===== config.mk =====
export PLATFORM = sky130hd
export DESIGN_NAME = spi_master_core
export DESIGN_NICKNAME = d
export VERILOG_FILES = /design/src/rtl/spi_master_pkg.sv /design/src/rtl/spi_baud_calc.sv /design/src/rtl/spi_sclk_timer.sv /design/src/rtl/spi_shift_unit.sv /design/src/rtl/spi_master_core.sv
export SDC_FILE = /design/constraint.sdc
export NUM_CORES = 1
export LEC_CHECK = 0
export BUFFER_PORTS_ARGS = -buffer_cell sky130_fd_sc_hd__buf_2
export CORE_ASPECT_RATIO = 1.25
export CORE_MARGIN = 1.5
export CORE_UTILIZATION = 45
export CTS_CLUSTER_DIAMETER = 40
export CTS_CLUSTER_SIZE = 8
export DETAILED_ROUTE_END_ITERATION = 12
export PLACE_DENSITY = 0.69
export SETUP_SLACK_MARGIN = 0.4
export SLEW_MARGIN = 20
export SYNTH_ARGS = -nofsm -noshare
export SYNTH_HDL_FRONTEND = slang
export SYNTH_SLANG_ARGS = --single-unit

===== constraint.sdc =====
create_clock -name clk_i -period 3.1 [get_ports clk_i]
set_input_delay 0 -clock clk_i [delete_from_list [all_inputs] [get_ports clk_i]]
set_output_delay 0 -clock clk_i [all_outputs]
set_load 0.005 [all_outputs]

===== src/rtl/spi_master_pkg.sv =====
package spi_master_pkg;
  // baud settings below this value are clamped to the minimum period
  localparam int unsigned CLAMP_BELOW = 3;
  localparam int unsigned MIN_PERIOD  = 4;

  typedef enum logic {
    PH_IDLE_LVL = 1'b0,
    PH_ACT_LVL  = 1'b1
  } sclk_phase_e;
endpackage


===== src/rtl/spi_baud_calc.sv =====
module spi_baud_calc
  import spi_master_pkg::*;
#(
  parameter int BAUD_W = 7,
  localparam int PER_W = BAUD_W + 1
) (
  input  logic [BAUD_W-1:0] baud_i,
  output logic [PER_W-1:0]  short_o,
  output logic [PER_W-1:0]  long_o
);
  logic [PER_W-1:0] per;

  always_comb begin
    if (baud_i < BAUD_W'(CLAMP_BELOW)) per = PER_W'(MIN_PERIOD);
    else                               per = PER_W'(baud_i) + PER_W'(1);
    short_o = per >> 1;
    long_o  = per - short_o;
  end
endmodule


===== src/rtl/spi_sclk_timer.sv =====
module spi_sclk_timer
  import spi_master_pkg::*;
#(
  parameter int PER_W = 8
) (
  input  logic             clk_i,
  input  logic             rst_ni,
  input  logic             load_i,
  input  logic             run_i,
  input  logic             pol_i,
  input  logic [PER_W-1:0] short_i,
  input  logic [PER_W-1:0] long_i,
  output logic             sclk_o,
  output logic             act_o,
  output logic             smp_o
);
  logic [PER_W-1:0] cnt_q, short_q, long_q;
  logic             pol_q, sclk_q;
  sclk_phase_e      phase_q;
  logic             expire;

  assign expire = run_i && (cnt_q == '0);
  assign act_o  = expire && (phase_q == PH_IDLE_LVL);
  assign smp_o  = expire && (phase_q == PH_ACT_LVL);
  assign sclk_o = sclk_q;

  always_ff @(posedge clk_i or negedge rst_ni) begin
    if (!rst_ni) begin
      cnt_q   <= '0;
      short_q <= '0;
      long_q  <= '0;
      pol_q   <= 1'b0;
      sclk_q  <= 1'b0;
      phase_q <= PH_IDLE_LVL;
    end else if (load_i) begin
      short_q <= short_i;
      long_q  <= long_i;
      pol_q   <= pol_i;
      sclk_q  <= pol_i;
      phase_q <= PH_IDLE_LVL;
      cnt_q   <= long_i - PER_W'(1);
    end else if (act_o) begin
      sclk_q  <= ~pol_q;
      phase_q <= PH_ACT_LVL;
      cnt_q   <= short_q - PER_W'(1);
    end else if (smp_o) begin
      sclk_q  <= pol_q;
      phase_q <= PH_IDLE_LVL;
      cnt_q   <= long_q - PER_W'(1);
    end else if (run_i) begin
      cnt_q   <= cnt_q - PER_W'(1);
    end
  end
endmodule


===== src/rtl/spi_shift_unit.sv =====
module spi_shift_unit #(
  parameter int DATA_W = 8
) (
  input  logic              clk_i,
  input  logic              rst_ni,
  input  logic              load_i,
  input  logic [DATA_W-1:0] tx_i,
  input  logic              act_i,
  input  logic              smp_i,
  input  logic              miso_i,
  output logic              mosi_o,
  output logic [DATA_W-1:0] shift_next_o
);
  logic [DATA_W-1:0] sh_q;
  logic              mosi_q;

  assign shift_next_o = {sh_q[DATA_W-2:0], miso_i};
  assign mosi_o       = mosi_q;

  always_ff @(posedge clk_i or negedge rst_ni) begin
    if (!rst_ni) begin
      sh_q   <= '0;
      mosi_q <= 1'b0;
    end else if (load_i) begin
      sh_q   <= tx_i;
      mosi_q <= tx_i[DATA_W-1];
    end else begin
      // launch edge puts the current MSB out; sample edge shifts MISO in
      if (act_i) mosi_q <= sh_q[DATA_W-1];
      if (smp_i) sh_q   <= shift_next_o;
    end
  end
endmodule


===== src/rtl/spi_master_core.sv =====
module spi_master_core
  import spi_master_pkg::*;
#(
  parameter int DATA_W = 8,
  parameter int BAUD_W = 7,
  localparam int PER_W = BAUD_W + 1,
  localparam int BIT_W = $clog2(DATA_W)
) (
  input  logic              clk_i,
  input  logic              rst_ni,
  input  logic              start_i,
  input  logic [DATA_W-1:0] tx_data_i,
  input  logic [BAUD_W-1:0] baud_i,
  input  logic              cpol_i,
  input  logic              miso_i,
  output logic              sclk_o,
  output logic              mosi_o,
  output logic [DATA_W-1:0] rx_data_o,
  output logic              busy_o,
  output logic              done_o
);
  logic              busy_q, done_q, load;
  logic [BIT_W-1:0]  bit_q;
  logic [DATA_W-1:0] rx_q, shift_next;
  logic [PER_W-1:0]  short_len, long_len;
  logic              sclk_t, act, smp;

  assign load = start_i && !busy_q;

  spi_baud_calc #(.BAUD_W(BAUD_W)) i_baud (
    .baud_i (baud_i),
    .short_o(short_len),
    .long_o (long_len)
  );

  spi_sclk_timer #(.PER_W(PER_W)) i_timer (
    .clk_i  (clk_i),
    .rst_ni (rst_ni),
    .load_i (load),
    .run_i  (busy_q),
    .pol_i  (cpol_i),
    .short_i(short_len),
    .long_i (long_len),
    .sclk_o (sclk_t),
    .act_o  (act),
    .smp_o  (smp)
  );

  spi_shift_unit #(.DATA_W(DATA_W)) i_shift (
    .clk_i       (clk_i),
    .rst_ni      (rst_ni),
    .load_i      (load),
    .tx_i        (tx_data_i),
    .act_i       (act),
    .smp_i       (smp),
    .miso_i      (miso_i),
    .mosi_o      (mosi_o),
    .shift_next_o(shift_next)
  );

  always_ff @(posedge clk_i or negedge rst_ni) begin
    if (!rst_ni) begin
      busy_q <= 1'b0;
      done_q <= 1'b0;
      bit_q  <= '0;
      rx_q   <= '0;
    end else begin
      done_q <= 1'b0;
      if (load) begin
        busy_q <= 1'b1;
        bit_q  <= '0;
      end else if (smp) begin
        if (bit_q == BIT_W'(DATA_W - 1)) begin
          busy_q <= 1'b0;
          done_q <= 1'b1;
          rx_q   <= shift_next;
        end else begin
          bit_q  <= bit_q + BIT_W'(1);
        end
      end
    end
  end

  assign sclk_o    = busy_q ? sclk_t : cpol_i;
  assign busy_o    = busy_q;
  assign done_o    = done_q;
  assign rx_data_o = rx_q;
endmodule


Word-level counts from Yosys, hierarchy flattened
Index checks and enable logic that the tools add are counted.
{"block": "totals", "ff_bits": 48, "in_bits": 20, "out_inout_bits": 12, "wordCells": 64}
{"block": "classes", "add_sub_neg": 7, "n_lt_le_gt_ge": 1, "eq_ne": 2, "muxes": 25, "bitwise": 3, "reduce_logical": 14}
{"cell": "2-to-1 mux 8 bit", "count": 7}
{"cell": "subtractor 8 x 1 -> 8 bit (second input constant)", "count": 3}
{"cell": "2-to-1 mux 1 bit", "count": 15}
{"cell": "2-to-1 mux 3 bit", "count": 3}
{"cell": "adder 7 x 1 -> 8 bit (second input constant)", "count": 1}
{"cell": "zero test 8 bit", "count": 1}
{"cell": "subtractor 7 x 1 -> 8 bit (second input constant)", "count": 1}
{"cell": "subtractor 8 x 7 -> 8 bit", "count": 1}
{"cell": "less-than comparator 7 x 2 -> 1 bit (second input constant)", "count": 1}
{"cell": "nonzero test 2 bit", "count": 3}
{"cell": "logical AND 1 bit", "count": 4}
{"cell": "AND reduction 2 bit", "count": 2}
{"cell": "nonzero test 4 bit", "count": 1}
{"cell": "adder 3 x 1 -> 3 bit (second input constant)", "count": 1}
{"cell": "equality test 3 bit (second input constant)", "count": 1}
{"cell": "NOT 1 bit", "count": 3}
{"cell": "AND reduction 3 bit", "count": 1}
{"cell": "nonzero test 3 bit", "count": 1}
{"cell": "inequality test 2 x 1 -> 1 bit (second input constant)", "count": 1}
{"cell": "zero test 1 bit", "count": 1}

Longest topological paths before layout
Gate-level depths: netlist (run 1).
{"block": "logic_depth", "depth_word": 6, "depth_mapped": 14, "ltp_nobuf": 14}

Modules after synthesis
Synthesis (run 1) repeated with hierarchy kept, for this count alone.
{"block": "unflattened", "cells_unflattened": 296, "area_unflattened_um2": 2984.1}
{"module": "spi_sclk_timer", "instances": 1, "cells_each": 145, "area_per_inst_um2": 1471.4, "seq_area_each_um2": 675.6}
{"module": "spi_master_core", "instances": 1, "cells_each": 39, "area_per_inst_um2": 570.5, "seq_area_each_um2": 325.3}
{"module": "spi_shift_unit", "instances": 1, "cells_each": 44, "area_per_inst_um2": 480.5, "seq_area_each_um2": 225.2}
{"module": "spi_baud_calc", "instances": 1, "cells_each": 68, "area_per_inst_um2": 461.7, "seq_area_each_um2": 0.0}

Least setup slack after synthesis (run 1)
Ideal clock, no wire load.
{"block": "synth_timing", "path_kind": "in2reg", "start": "input baud_i[4]", "end": "register i_timer.cnt_q[7]", "setup_ns": 0.124, "arrival_ns": 2.518, "t_required_ns": 2.976, "path_slack_ns": 0.458, "cell_stages": 12, "path_buffers": 0, "cell_sequence": "nor4_1 -> nand2_1 -> and2_1 -> fa_1 -> a211oi_1 -> o21bai_1 -> a21oi_1 -> xnor2_1 -> o21ai_0 -> and4_4 -> o22ai_1 -> a211o_1"}
{"block": "synth_via", "elab_chain_len": 5, "elab_cells_between_ends": 6, "cone_classes": "add/sub (3); order compare (1); mux (2)"}
{"element": "from (decl)", "line": "spi_master_core.sv:13", "source": "input logic [BAUD_W-1:0] baud_i,"}
{"element": "less-than comparator 7 x 2 -> 1 bit", "line": "spi_baud_calc.sv:14", "source": "if (baud_i < BAUD_W'(CLAMP_BELOW)) per = PER_W'(MIN_PERIOD);"}
{"element": "2-to-1 mux 8 bit", "line": "spi_baud_calc.sv:14"}
{"element": "named net i_baud.per[1]", "line": "spi_baud_calc.sv:11", "source": "logic [PER_W-1:0] per;"}
{"element": "subtractor 8 x 7 -> 8 bit", "line": "spi_baud_calc.sv:17", "source": "long_o = per - short_o;"}
{"element": "subtractor 8 x 1 -> 8 bit", "line": "spi_sclk_timer.sv:41", "source": "cnt_q <= long_i - PER_W'(1);"}
{"element": "2-to-1 mux 8 bit", "line": "spi_sclk_timer.sv:35", "source": "end else if (load_i) begin"}
{"element": "to (signal assigned)", "line": "spi_sclk_timer.sv:41"}
{"element": "to (signal assigned)", "line": "spi_sclk_timer.sv:45", "source": "cnt_q <= short_q - PER_W'(1);"}
{"element": "to (signal assigned)", "line": "spi_sclk_timer.sv:49", "source": "cnt_q <= long_q - PER_W'(1);"}
{"element": "to (decl)", "line": "spi_sclk_timer.sv:17", "source": "logic [PER_W-1:0] cnt_q, short_q, long_q;"}
The timed path passes the listed nets, and every way through them passes these cells.
A chain may end at the register's enable or synchronous reset.

Worst setup path in the final report (run 1)
{"block": "layout_timing", "start": "input baud_i[0]", "end": "register i_timer.cnt_q[7]"}
{"block": "layout_via", "elab_chain_len": 5, "elab_cells_between_ends": 6, "cone_classes": "add/sub (3); order compare (1); mux (2)"}
{"element": "adder 7 x 1 -> 8 bit / less-than comparator 7 x 2 -> 1 bit (equally long branches)", "line": "spi_baud_calc.sv:15, spi_baud_calc.sv:14"}
{"element": "2-to-1 mux 8 bit *", "line": "spi_baud_calc.sv:14"}
{"element": "named net i_baud.per[1]", "line": "spi_baud_calc.sv:11"}
{"element": "subtractor 8 x 7 -> 8 bit *", "line": "spi_baud_calc.sv:17"}
{"element": "subtractor 8 x 1 -> 8 bit *", "line": "spi_sclk_timer.sv:41"}
{"element": "2-to-1 mux 8 bit *", "line": "spi_sclk_timer.sv:35"}
Mark *: on every way through the listed nets, which the timed path passes. The rest lies on a longest branch.

==> impl_results.md, run 1 <==
- First-pass GRT wire length: 9639 um
- WP data required: 3.29 ns
- Clock slew at reported path FFs: 0.09 ns
- Worst path cell trace: buf_2, ha_1, and2_1, ha_1, inv_1, fa_1, a211oi_2, o21bai_1, a21oi_1, xnor2_1, o21ai_2, and4_4, o22ai_1, a211o_1
- # DRC: 0
- FFs w/ async S/R, synth: 100.0%
- Net Sw Frac: 34.11%
- Stages on the worst setup path: 14
- Endpoints failing hold: 0
- Post-CTS Setup Repair Bufs: 0
- Critical-path maximum fanout: 6
- Clock skew: 0.007736 ns
- Buffers added on ports: 31
- P_sw: 0.6810 mW
- Gpl congestion: 0.8234
- Drt pass-1 iters: 6
- FF+latch area: 1201 um2
- Comb power frac: 33.6%
- Reg power frac: 46.9%
- Remaining antenna violation count: 0
- Fill cells: 531
- Synth Flop Type: dfrtp_1
- Synthesized area per cell: 9.567 um2
- Die Ht: 88.80 um
- Crit start category: primary input
- DRT Wirelength: 5650 um
- HPWL after DPL: 4089 um
- Largest net degree at the start of global routing: 49
- Grt peak-use layer: met2
- Top Family by Delay on Critical Path: compound AO/OA/AOI/OAI gates
- Worst R2R End: i_timer.cnt_q[7]
- Fraction of layout cells with a size suffix above 1: 23.15%
- Via count: 2123
- CTS Root Buffer Type: clkbuf_8
- Vias per cell: 5.444
- Initial drt markers: 148
- WS Path Type: primary input to flop
- Total die area: 6362 um2
- R2R Setup Slk: 0.57 ns
- Mapped Cells: 277
- Pint: 1.315 mW
- Layout area overhead: 19.03%
- Initial antenna violation count: 0
- Die Width: 71.64 um
- CP Capture Type: flop
- Leakage power: 1.505 nW
- RSZ-0062 raised after global routing: false
- Crit path DAT: 2.74 ns
- Crit. Startpoint: baud_i[0]
- Slew @ Worst Pin: 0.5975 ns
- GRT Residual Overflow: 0
- Max Cap Viol: 0
- Dpl cells: 370
- Worst min path class: primary input to flop
- Mapped Nets: 309
- CP bufs+invs: 2
- PwrDens: 632.9 nW/um2
- H-tree depth: 2
- Setup-failing EPs final: 0
- Post-synth EDFFs: 0
- Clock Latency Late Sink: 0.31 ns
- IR drop worst, VDD: 259.2 uV
- Worst slew margin: 60.16%
- Fmax: 392.4 MHz
- Most used cell, CP: ha_1
- Synth Warn #: 0
- Mapped Area: 2650 um2
- Setup TNS: 0 ns
- Period utilization: 82.20%
- Clk sinks: 48
- Multi-input logic area: 1420 um2
- Num CTS Buffers: 5
- Rows: 31
- Max Slew Vio Count: 0
- Synthesized flop and latch total: 48
- R2r worst-path depth: 8
- Total GRT Usage: 19.41%
- Commonest cells after routing, fill and taps aside: 58 x nand2_1, 48 x dfrtp_1, 30 x buf_2
- Core area: 5741 um2
- # nets final: 355
- Initial Utilization: 46.16%
- GRT met1 Usage: 21.41%
- Drt wl/cell: 14.49 um
- Antenna Cells: 0
- Met2 Usage GRT: 35.61%
- Vias in the first global route: 2213
- Status: completed
- R2r startpoint: busy_o
- CTS tree: done
- End point of the critical path: i_timer.cnt_q[7]
- Leading cell type in the layout, fill and taps excluded: nand2_1
- Synth unique cells: 47
- Slowest stage delay, CP: 0.42 ns
- Clock Power Share: 19.5%
- Met3 Use GR: 3.075%
- Final non-filler cell total: 390
- I/O pin count: 32
- Register area share after synthesis: 45.33%
- Crit-path slowest cell: fa_1
- CTS Buffer Depth: 2
- Tmin final: 2.548 ns
timing repair:
action / 4_1_cts / 5_1_grt
hold buffers: 12 / 0
gates cloned: 0 / 0
resized for setup: 3 / 7
pin swaps: 0 / 1
setup endpoints to repair: 1 / 2
hold endpoints to repair: 60 / 0
routing by layer:
metal  vias to the layer above  wire [um]
met5                         -          0
met4                         0        158
met3                        17        174
met2                        54       2952
met1                      1002       2364
li1                       1050          -
power by group through the flow:
stage          Sequential [mW]  Combinational (mW)  Clock [mW]
2_1_floorplan            0.901               0.500           0
3_3_place_gp             0.940               0.618           0
3_5_place_dp             0.949               0.640           0
4_1_cts                  0.937               0.655       0.402
5_1_grt                  0.969               0.762       0.421
6_report                 0.936               0.672       0.389
worst min-delay path: stages:
cell	delay, ns
buf_2	0.13
xor2_1	0.12
o21ai_0	0.14
how the worst min path moves through the flow:
stage                 start                  to  cells after the start
4_1_cts           baud_i[4]  i_timer.short_q[3]                      3
3_5_place_dp   tx_data_i[7]      i_shift.mosi_o                      3
5_1_grt           baud_i[0]  i_timer.short_q[6]                      3
3_3_place_gp   tx_data_i[7]      i_shift.mosi_o                      3
2_1_floorplan        rst_ni            bit_q[0]                      0
6_report          baud_i[4]  i_timer.short_q[3]                      3
through the flow:
| stage | hold WS (ns) | setup slack, ns | instance area [um2] | total power [mW] | utilization [%] |
|---|---|---|---|---|---|
| 2_1_floorplan | -0.2956 | 0.4584 | 2650 | 1.400 | - |
| 3_3_place_gp | 0.2144 | 0.08290 | 2892 | 1.558 | 50.37 |
| 4_1_cts | 0.09873 | 0.4211 | 3119 | 1.994 | 54.34 |
| 5_1_grt | 0.1478 | 0.3727 | 3154 | 2.152 | 54.95 |
| 6_report | 0.1228 | 0.5518 | 3154 | 1.996 | 54.95 |
| 3_5_place_dp | 0.2263 | 0.0008489 | 2892 | 1.589 | 50.37 |
registers in the layout, indices dropped and copies added, names as in the netlist:
register / flops
bit_q: 3
busy_o: 1
done_o: 1
i_shift.mosi_o: 1
i_shift.sh_q: 8
i_timer.cnt_q: 8
i_timer.long_q: 8
i_timer.phase_q: 1
i_timer.pol_q: 1
i_timer.sclk_o: 1
i_timer.short_q: 7
rx_data_o: 8
final cells by class:
| class | instances | area share (%) |
|---|---|---|
| Timing Repair Buffer | 49 | 10.23 |
| Sequential cell | 48 | 38.08 |
| Multi-Input combinational cell | 211 | 45.02 |
| Clock inverter | 2 | 0.4760 |
| Tap cell | 66 | 2.618 |
| Clock buffer | 6 | 2.618 |
| Inverter | 8 | 0.9520 |
Yosys cell counts, types with 2 or more instances:
master,count,area (um2)
a21o_1,4,30.03
a21oi_1,4,20.02
a221oi_1,2,17.52
a22oi_1,9,67.56
and2_1,3,18.77
buf_1,2,7.510
buf_2,3,15.01
clkbuf_1,5,18.77
dfrtp_1,48,1201
ha_1,11,137.6
inv_1,7,26.28
mux2_2,13,146.4
mux2i_1,7,70.07
nand2_1,58,217.7
nand2b_1,4,25.02
nand3_1,4,20.02
nand4_1,2,12.51
nor2_1,20,75.07
nor2b_1,3,18.77
nor3_1,6,30.03
o21ai_0,20,100.1
o21ai_1,2,10.01
o22ai_1,2,12.51
xnor2_1,10,87.58
xor2_1,6,52.55
cells by family after synthesis:
| family | count (synthesis) | share of synthesized area (%) |
|---|---|---|
| adders and majority gates | 12 | 5.949 |
| and+or+nand+nor | 111 | 19.55 |
| AOI/OAI and AO/OA | 52 | 13.03 |
| buffers and inverters | 18 | 2.691 |
| muxes | 20 | 8.168 |
| DFF | 48 | 45.33 |
| xor gates and xnor gates | 16 | 5.288 |
Note: power is estimated with default switching activity, not from simulation.
==> run 2, diff against run 1 <==
==> constraint.sdc (replaced) <==
create_clock -name clk_i -period 2.5 [get_ports clk_i]
set_input_delay 0 -clock clk_i [delete_from_list [all_inputs] [get_ports clk_i]]
set_output_delay 0 -clock clk_i [all_outputs]
set_load 0.005 [all_outputs]
==> run 2 against run 1 <==
Against the previous run: combinational power up 110%; utilization increased by 13 points; final area grew 24%; flip-flop and latch count stayed put; cell count is 14% higher; routed wire length increased by 27%; clock-buffer cell count down 1.
==> impl_results.md, run 2 (same netlist as run 1, synthesis figures left out) <==
- Status: completed (unchanged)
- Met2 Usage GRT: 38.89% (was 35.61%)
- Met3 Use GR: 2.847% (was 3.075%)
- PwrDens: 777.6 nW/um2 (was 632.9 nW/um2)
- WP data required: 2.70 ns (was 3.29 ns)
- Largest net degree at the start of global routing: 49 (unchanged)
- Initial drt markers: 143 (was 148)
- Remaining antenna violation count: 0 (unchanged)
- RSZ-0062 raised after global routing: true (was false)
- I/O pin count: 32 (unchanged)
- Critical-path maximum fanout: 5 (was 6)
- Slew @ Worst Pin: 0.6116 ns (was 0.5975 ns)
- Gpl congestion: 0.8376 (was 0.8234)
- Hold Crit Endpoint: i_timer.cnt_q[7] (was i_timer.short_q[3])
- IR drop worst, VDD: 385.7 uV (was 259.2 uV)
- R2R Setup Slk: 0.05 ns (was 0.57 ns)
- Hold_sp: start_i (was baud_i[4])
- Worst min path class: primary input to flop (unchanged)
- WS Path Type: flop to flop (was primary input to flop)
- Setup-failing EPs final: 0 (unchanged)
- Worst R2R End: i_timer.cnt_q[7] (unchanged)
- Fill cells: 410 (was 531)
- Initial antenna violation count: 0 (unchanged)
- Max Slew Vio Count: 0 (unchanged)
- Period utilization: 97.83%
- Setup TNS: 0 ns (unchanged)
- Top Family by Delay on Critical Path: simple AND/OR/NAND/NOR gates (was compound AO/OA/AOI/OAI gates)
- Initial Utilization: 46.16% (unchanged)
- Tmin final: 2.446 ns
- Crit start category: flop (was primary input)
- CP Capture Type: flop (unchanged)
- DRT Wirelength: 7189 um (was 5650 um)
- CTS tree: done (unchanged)
- CP bufs+invs: 0 (was 2)
- Buffers added on ports: 31 (unchanged)
- Core area: 5741 um2 (unchanged)
- # DRC: 0 (unchanged)
- PnR worst setup slack: 0.05437 ns (was 0.5518 ns)
- Total GRT Usage: 21.23% (was 19.41%)
- Clock skew: 0.004716 ns (was 0.007736 ns)
- CTS Buffer Depth: 2 (unchanged)
- Leading cell type in the layout, fill and taps excluded: nand2_1 (unchanged)
- Layout area overhead: 47.88% (was 19.03%)
- Clk sinks: 48 (unchanged)
- Commonest cells after routing, fill and taps aside: 56 x nand2_1, 48 x dfrtp_1, 44 x buf_4 (was 58 x nand2_1, 48 x dfrtp_1, 30 x buf_2)
- Crit path DAT: 2.64 ns (was 2.74 ns)
- Via count: 2411 (was 2123)
- Fraction of layout cells with a size suffix above 1: 42.86% (was 23.15%)
- Drt pass-1 iters: 6 (unchanged)
- Vias in the first global route: 2339 (was 2213)
- Dpl ws: -0.2387 ns (was 0.0008489 ns)
- Antenna Cells: 0 (unchanged)
- Die Ht: 88.80 um (unchanged)
- Rows: 31 (unchanged)
- CTS Root Buffer Type: clkbuf_8 (unchanged)
- H-tree depth: 2 (unchanged)
- Endpoints failing hold: 0 (unchanged)
- Leakage power: 1.893 nW (was 1.505 nW)
- Drt wl/cell: 16.19 um (was 14.49 um)
- Crit-path slowest cell: or4b_4 (was fa_1)
- Num CTS Buffers: 5 (unchanged)
- GRT met1 Usage: 25.84% (was 21.41%)
- Min-Delay Path Depth: 3 (unchanged)
- R2r worst-path depth: 8 (unchanged)
- # nets final: 410 (was 355)
- Total die area: 6362 um2 (unchanged)
- Worst slew margin: 59.23% (was 60.16%)
- Clock Latency Late Sink: 0.30 ns (was 0.31 ns)
- Die Width: 71.64 um (unchanged)
- Finished Cell Area: 3919 um2 (was 3154 um2)
- Worst path cell trace: or4b_4, or3_4, nor2_2, nor3_1, a21o_1, and4_4, o221a_1, a211o_1 (was buf_2, ha_1, and2_1, ha_1, inv_1, fa_1, a211oi_2, o21bai_1, a21oi_1, xnor2_1, o21ai_2, and4_4, o22ai_1, a211o_1)
- Fmax: 408.9 MHz
- PnR Total Power: 3.047 mW (was 1.996 mW)
- R2r startpoint: i_timer.cnt_q[7] (was busy_o)
- HPWL after DPL: 4232 um (was 4089 um)
- Slowest stage delay, CP: 0.55 ns (was 0.42 ns)
- Clock slew at reported path FFs: 0.09 ns (about the same)
- Max Cap Viol: 0 (unchanged)
- Post-DP Area: 3176 um2 (was 2892 um2)
- First-pass GRT wire length: 10610 um (was 9639 um)
- GRT Residual Overflow: 0 (unchanged)
- Vias per cell: 5.430 (was 5.444)
- Grt peak-use layer: met2 (unchanged)
[run 2: how the worst max path moves through the flow]
stage / start / to / cells after the start
global route: baud_i[4] / i_timer.cnt_q[7] / 15
global placement: baud_i[0] / i_timer.cnt_q[7] / 14
floorplan: baud_i[5] / i_timer.cnt_q[7] / 14
CTS: baud_i[5] / i_timer.cnt_q[7] / 15
detailed placement: baud_i[5] / i_timer.cnt_q[7] / 15
finish: i_timer.cnt_q[7] / i_timer.cnt_q[7] / 8
[run 2: stage by stage]
step / hold slack [ns] / utilization (%) / cells
2_1_floorplan: -0.2956 / - / 277
3_3_place_gp: 0.2252 / 55.32 / 399
3_5_place_dp: 0.2237 / 55.32 / 399
4_1_cts: 0.1442 / 63.12 / 438
5_1_grt: 0.1696 / 68.27 / 444
6_report: 0.1388 / 68.27 / 444
[run 2: cell type report]
cell class,count,area [um2],share of cell area [%]
clock buffers,5,68.82,1.756
well taps,66,82.58,2.107
inverters,8,30.03,0.7663
multi-input cells,211,1657,42.27
flip-flops and latches,48,1201,30.65
clock inverters,2,12.51,0.3193
repair buffers,104,867.1,22.13
[run 2: layer usage]
metal	vias to the layer above	share of wire, %
li1	1158	-
met1	1151	40
met2	74	53
met3	28	4.0
met4	0	3.3
met5	-	0
[run 2: power breakdown]
group / total [mW] / internal, mW / switching, mW / leakage, nW
registers: 1.18 / 0.996 / 0.179 / 0.602
logic: 1.42 / 0.795 / 0.622 / 1.25
clock network: 0.455 / 0.190 / 0.265 / 0.0400
[run 2: timing repair]
item,4_1_cts,5_1_grt
endpoints found under the hold margin,60,0
setup buffers,20,6
endpoints found under the setup margin,25,28
gates resized for setup,20,57
hold buffers,11,0
pin swaps,13,43
gates cloned,1,0
[run 2: worst reg2reg max path: cells and delay by family, from the launching register on]
| family | cells | cell delay, ns |
|---|---|---|
| and+or+nand+nor | 5 | 1.40 |
| AOI/OAI and AO/OA | 3 | 0.54 |
| DFF | 1 | 0.39 |
==> run 3, diff against run 2 <==
--- a/config.mk
+++ b/config.mk
@@ -7,7 +7,6 @@
 export LEC_CHECK = 0
 export BUFFER_PORTS_ARGS = -buffer_cell sky130_fd_sc_hd__buf_2
 export CORE_ASPECT_RATIO = 1.25
-export CORE_MARGIN = 1.5
 export CORE_UTILIZATION = 45
 export CTS_CLUSTER_DIAMETER = 40
 export CTS_CLUSTER_SIZE = 8
==> run 3 against run 2 <==
Against the previous run: the flow now finishes with violations (DRC); sequential power about the same; flip-flop and latch count unchanged; setup slack worse by 0.013 ns; largest power group unchanged.
==> impl_results.md, run 3 (same netlist as run 1, synthesis figures left out) <==
- Clock skew: 0.01106 ns (was 0.004716 ns)
- Remaining antenna violation count: 0 (unchanged)
- Drt wl/cell: 16.67 um (was 16.19 um)
- Max Cap Viol: 0 (unchanged)
- Buffers added on ports: 31 (unchanged)
- WS Path Type: flop to flop (unchanged)
- Layout area overhead: 50.33% (was 47.88%)
- Slowest stage delay, CP: 0.56 ns (was 0.55 ns)
- Post-DP Area: 3188 um2 (was 3176 um2)
- CTS Root Buffer Type: clkbuf_8 (unchanged)
- Clk sinks: 48 (unchanged)
- Endpoints failing hold: 0 (unchanged)
- Die Width: 70.64 um (was 71.64 um)
- Clock slew at reported path FFs: 0.09 ns (about the same)
- Multi-input logic area: 1642 um2 (was 1657 um2)
- Finished Cell Area: 3984 um2 (was 3919 um2)
- Failing checks: DRC
- CP Capture Type: flop (unchanged)
- FF+latch area: 1201 um2 (unchanged)
- IR drop worst, VDD: 447.0 uV (was 385.7 uV)
- CTS Buffer Depth: 2 (unchanged)
- Gpl congestion: 0.8119 (was 0.8376)
- H-tree depth: 2 (unchanged)
- # nets final: 419 (was 410)
- Core area: 5555 um2 (was 5741 um2)
- GRT Residual Overflow: 0 (unchanged)
- RSZ-0062 raised after global routing: true (unchanged)
- Fmax: 406.7 MHz (was 408.9 MHz)
- Vias in the first global route: 2350 (was 2339)
- PnR Total Power: 3.226 mW (was 3.047 mW)
- Initial Utilization: 47.70% (was 46.16%)
- Fraction of layout cells with a size suffix above 1: 43.81% (was 42.86%)
- Crit-path slowest cell: or4b_4 (unchanged)
- # DRC: 2 (was 0)
- Total GRT Usage: 22.61% (was 21.23%)
- Commonest cells after routing, fill and taps aside: 56 x nand2_1, 55 x buf_4, 48 x dfrtp_1 (was 56 x nand2_1, 48 x dfrtp_1, 44 x buf_4)
- Critical-path maximum fanout: 5 (unchanged)
- Clock Latency Late Sink: 0.31 ns (was 0.30 ns)
- Worst min path class: primary input to flop (unchanged)
- Crit path DAT: 2.65 ns (was 2.64 ns)
- Period utilization: 98.35% (was 97.83%)
- Vias per cell: 5.458 (was 5.430)
- I/O pin count: 32 (unchanged)
- CTS tree: done (unchanged)
- Leakage power: 1.940 nW (was 1.893 nW)
- Initial drt markers: 111 (was 143)
- Worst slew margin: 59.97% (was 59.23%)
- Total die area: 6202 um2 (was 6362 um2)
- Hold WS: 0.09514 ns (was 0.1388 ns)
- First-pass GRT wire length: 10970 um (was 10610 um)
- Drt pass-1 iters: 8 (was 6)
- Die Ht: 87.80 um (was 88.80 um)
- Setup-failing EPs final: 0 (unchanged)
- Max Slew Vio Count: 0 (unchanged)
- Initial antenna violation count: 0 (unchanged)
- Status: finished with violations (was completed)
- Crit start category: flop (unchanged)
- Fill cells: 386 (was 410)
- Antenna Cells: 0 (unchanged)
- HPWL after DPL: 4346 um (was 4232 um)
- PwrDens: 809.7 nW/um2 (was 777.6 nW/um2)
- Rows: 30 (was 31)
- DRT Wirelength: 7535 um (was 7189 um)
- Leading cell type in the layout, fill and taps excluded: nand2_1 (unchanged)
- Num CTS Buffers: 5 (unchanged)
- Worst path cell trace: or4b_4, or3_4, nor2_1, nor3_1, a21o_1, and4_4, o221a_1, a211o_1 (was or4b_4, or3_4, nor2_2, nor3_1, a21o_1, and4_4, o221a_1, a211o_1)
- Largest net degree at the start of global routing: 49 (unchanged)
- Tmin final: 2.459 ns (was 2.446 ns)
- Setup TNS: 0 ns (unchanged)
- Via count: 2467 (was 2411)
- Slew @ Worst Pin: 0.6005 ns (was 0.6116 ns)
- WP data required: 2.69 ns (was 2.70 ns)
## run 3: cell types whose count changed in the layout (fill, tap and decap cells not counted), moves of 2 or more
cell / before / now
clkinv_4: 0 / 2
a22oi_2: 4 / 0
ha_1: 9 / 6
buf_4: 44 / 55
a22oi_1: 5 / 9
nor2_4: 2 / 0
ha_4: 1 / 4
## run 3: per-stage QoR
step	cells	setup WS (ns)	utilization, %
finish	452	0.04123	71.71
global route	452	-0.05017	71.71
CTS	441	0.1326	66.76
detailed placement	399	-0.2825	57.39
global placement	399	-0.1657	57.39
floorplan	277	0.007138	-
## run 3: worst paths after layout
path / from / slack (ns) / to / cells past startpoint
worst max register to register: i_timer.cnt_q[4] / 0.04 / i_timer.cnt_q[7] / 8
worst min register to register: i_shift.sh_q[7] / 0.48 / i_shift.sh_q[7] / 2
max in group asynchronous: rst_ni / 1.85 / i_timer.long_q[6] / 2
worst max-delay path: i_timer.cnt_q[4] / 0.04 / i_timer.cnt_q[7] / 8
min in group asynchronous: rst_ni / 0.23 / i_timer.long_q[3] / 2
worst min-delay path: start_i / 0.1 / busy_o / 3
## run 3: layout make-up
| type | instances | area share (%) |
|---|---|---|
| flip-flops and latches | 48 | 30.15 |
| clock buffers | 5 | 1.727 |
| multi-input cells | 211 | 41.21 |
| clock inverters | 3 | 1.193 |
| repair buffers | 113 | 22.96 |
| inverters | 8 | 0.7538 |
| well taps | 64 | 2.010 |
## run 3: power by group
part / leakage, nW / internal (mW) / switching (mW)
Clock: 0.0583 / 0.302 / 0.290
Combinational: 1.28 / 0.834 / 0.624
Sequential: 0.602 / 0.995 / 0.181
Total: 1.94 / 2.13 / 1.09
## run 3: critical path: cells and delay by family (launching register included)
kind / cells / cell delay (ns)
simple gates: 5 / 1.42
compound gates: 3 / 0.52
flops: 1 / 0.39
## run 3: repair_timing
item,in CTS,in global routing
setup buffers,22,11
hold buffers,11,0
cloned,1,0
endpoints found under the hold margin,60,0
setup endpoints to repair,25,27
resized for setup,30,40
pin swaps,22,29
## run 3: layer usage
| metal | global-route usage, % | vias to the layer above | share of wire, % |
|---|---|---|---|
| li1 | - | 1182 | - |
| met1 | 27.81 | 1189 | 42 |
| met2 | 40.60 | 71 | 51 |
| met3 | 2.647 | 25 | 4.0 |
| met4 | 9.455 | 0 | 3.4 |
| met5 | 0 | - | 0 |
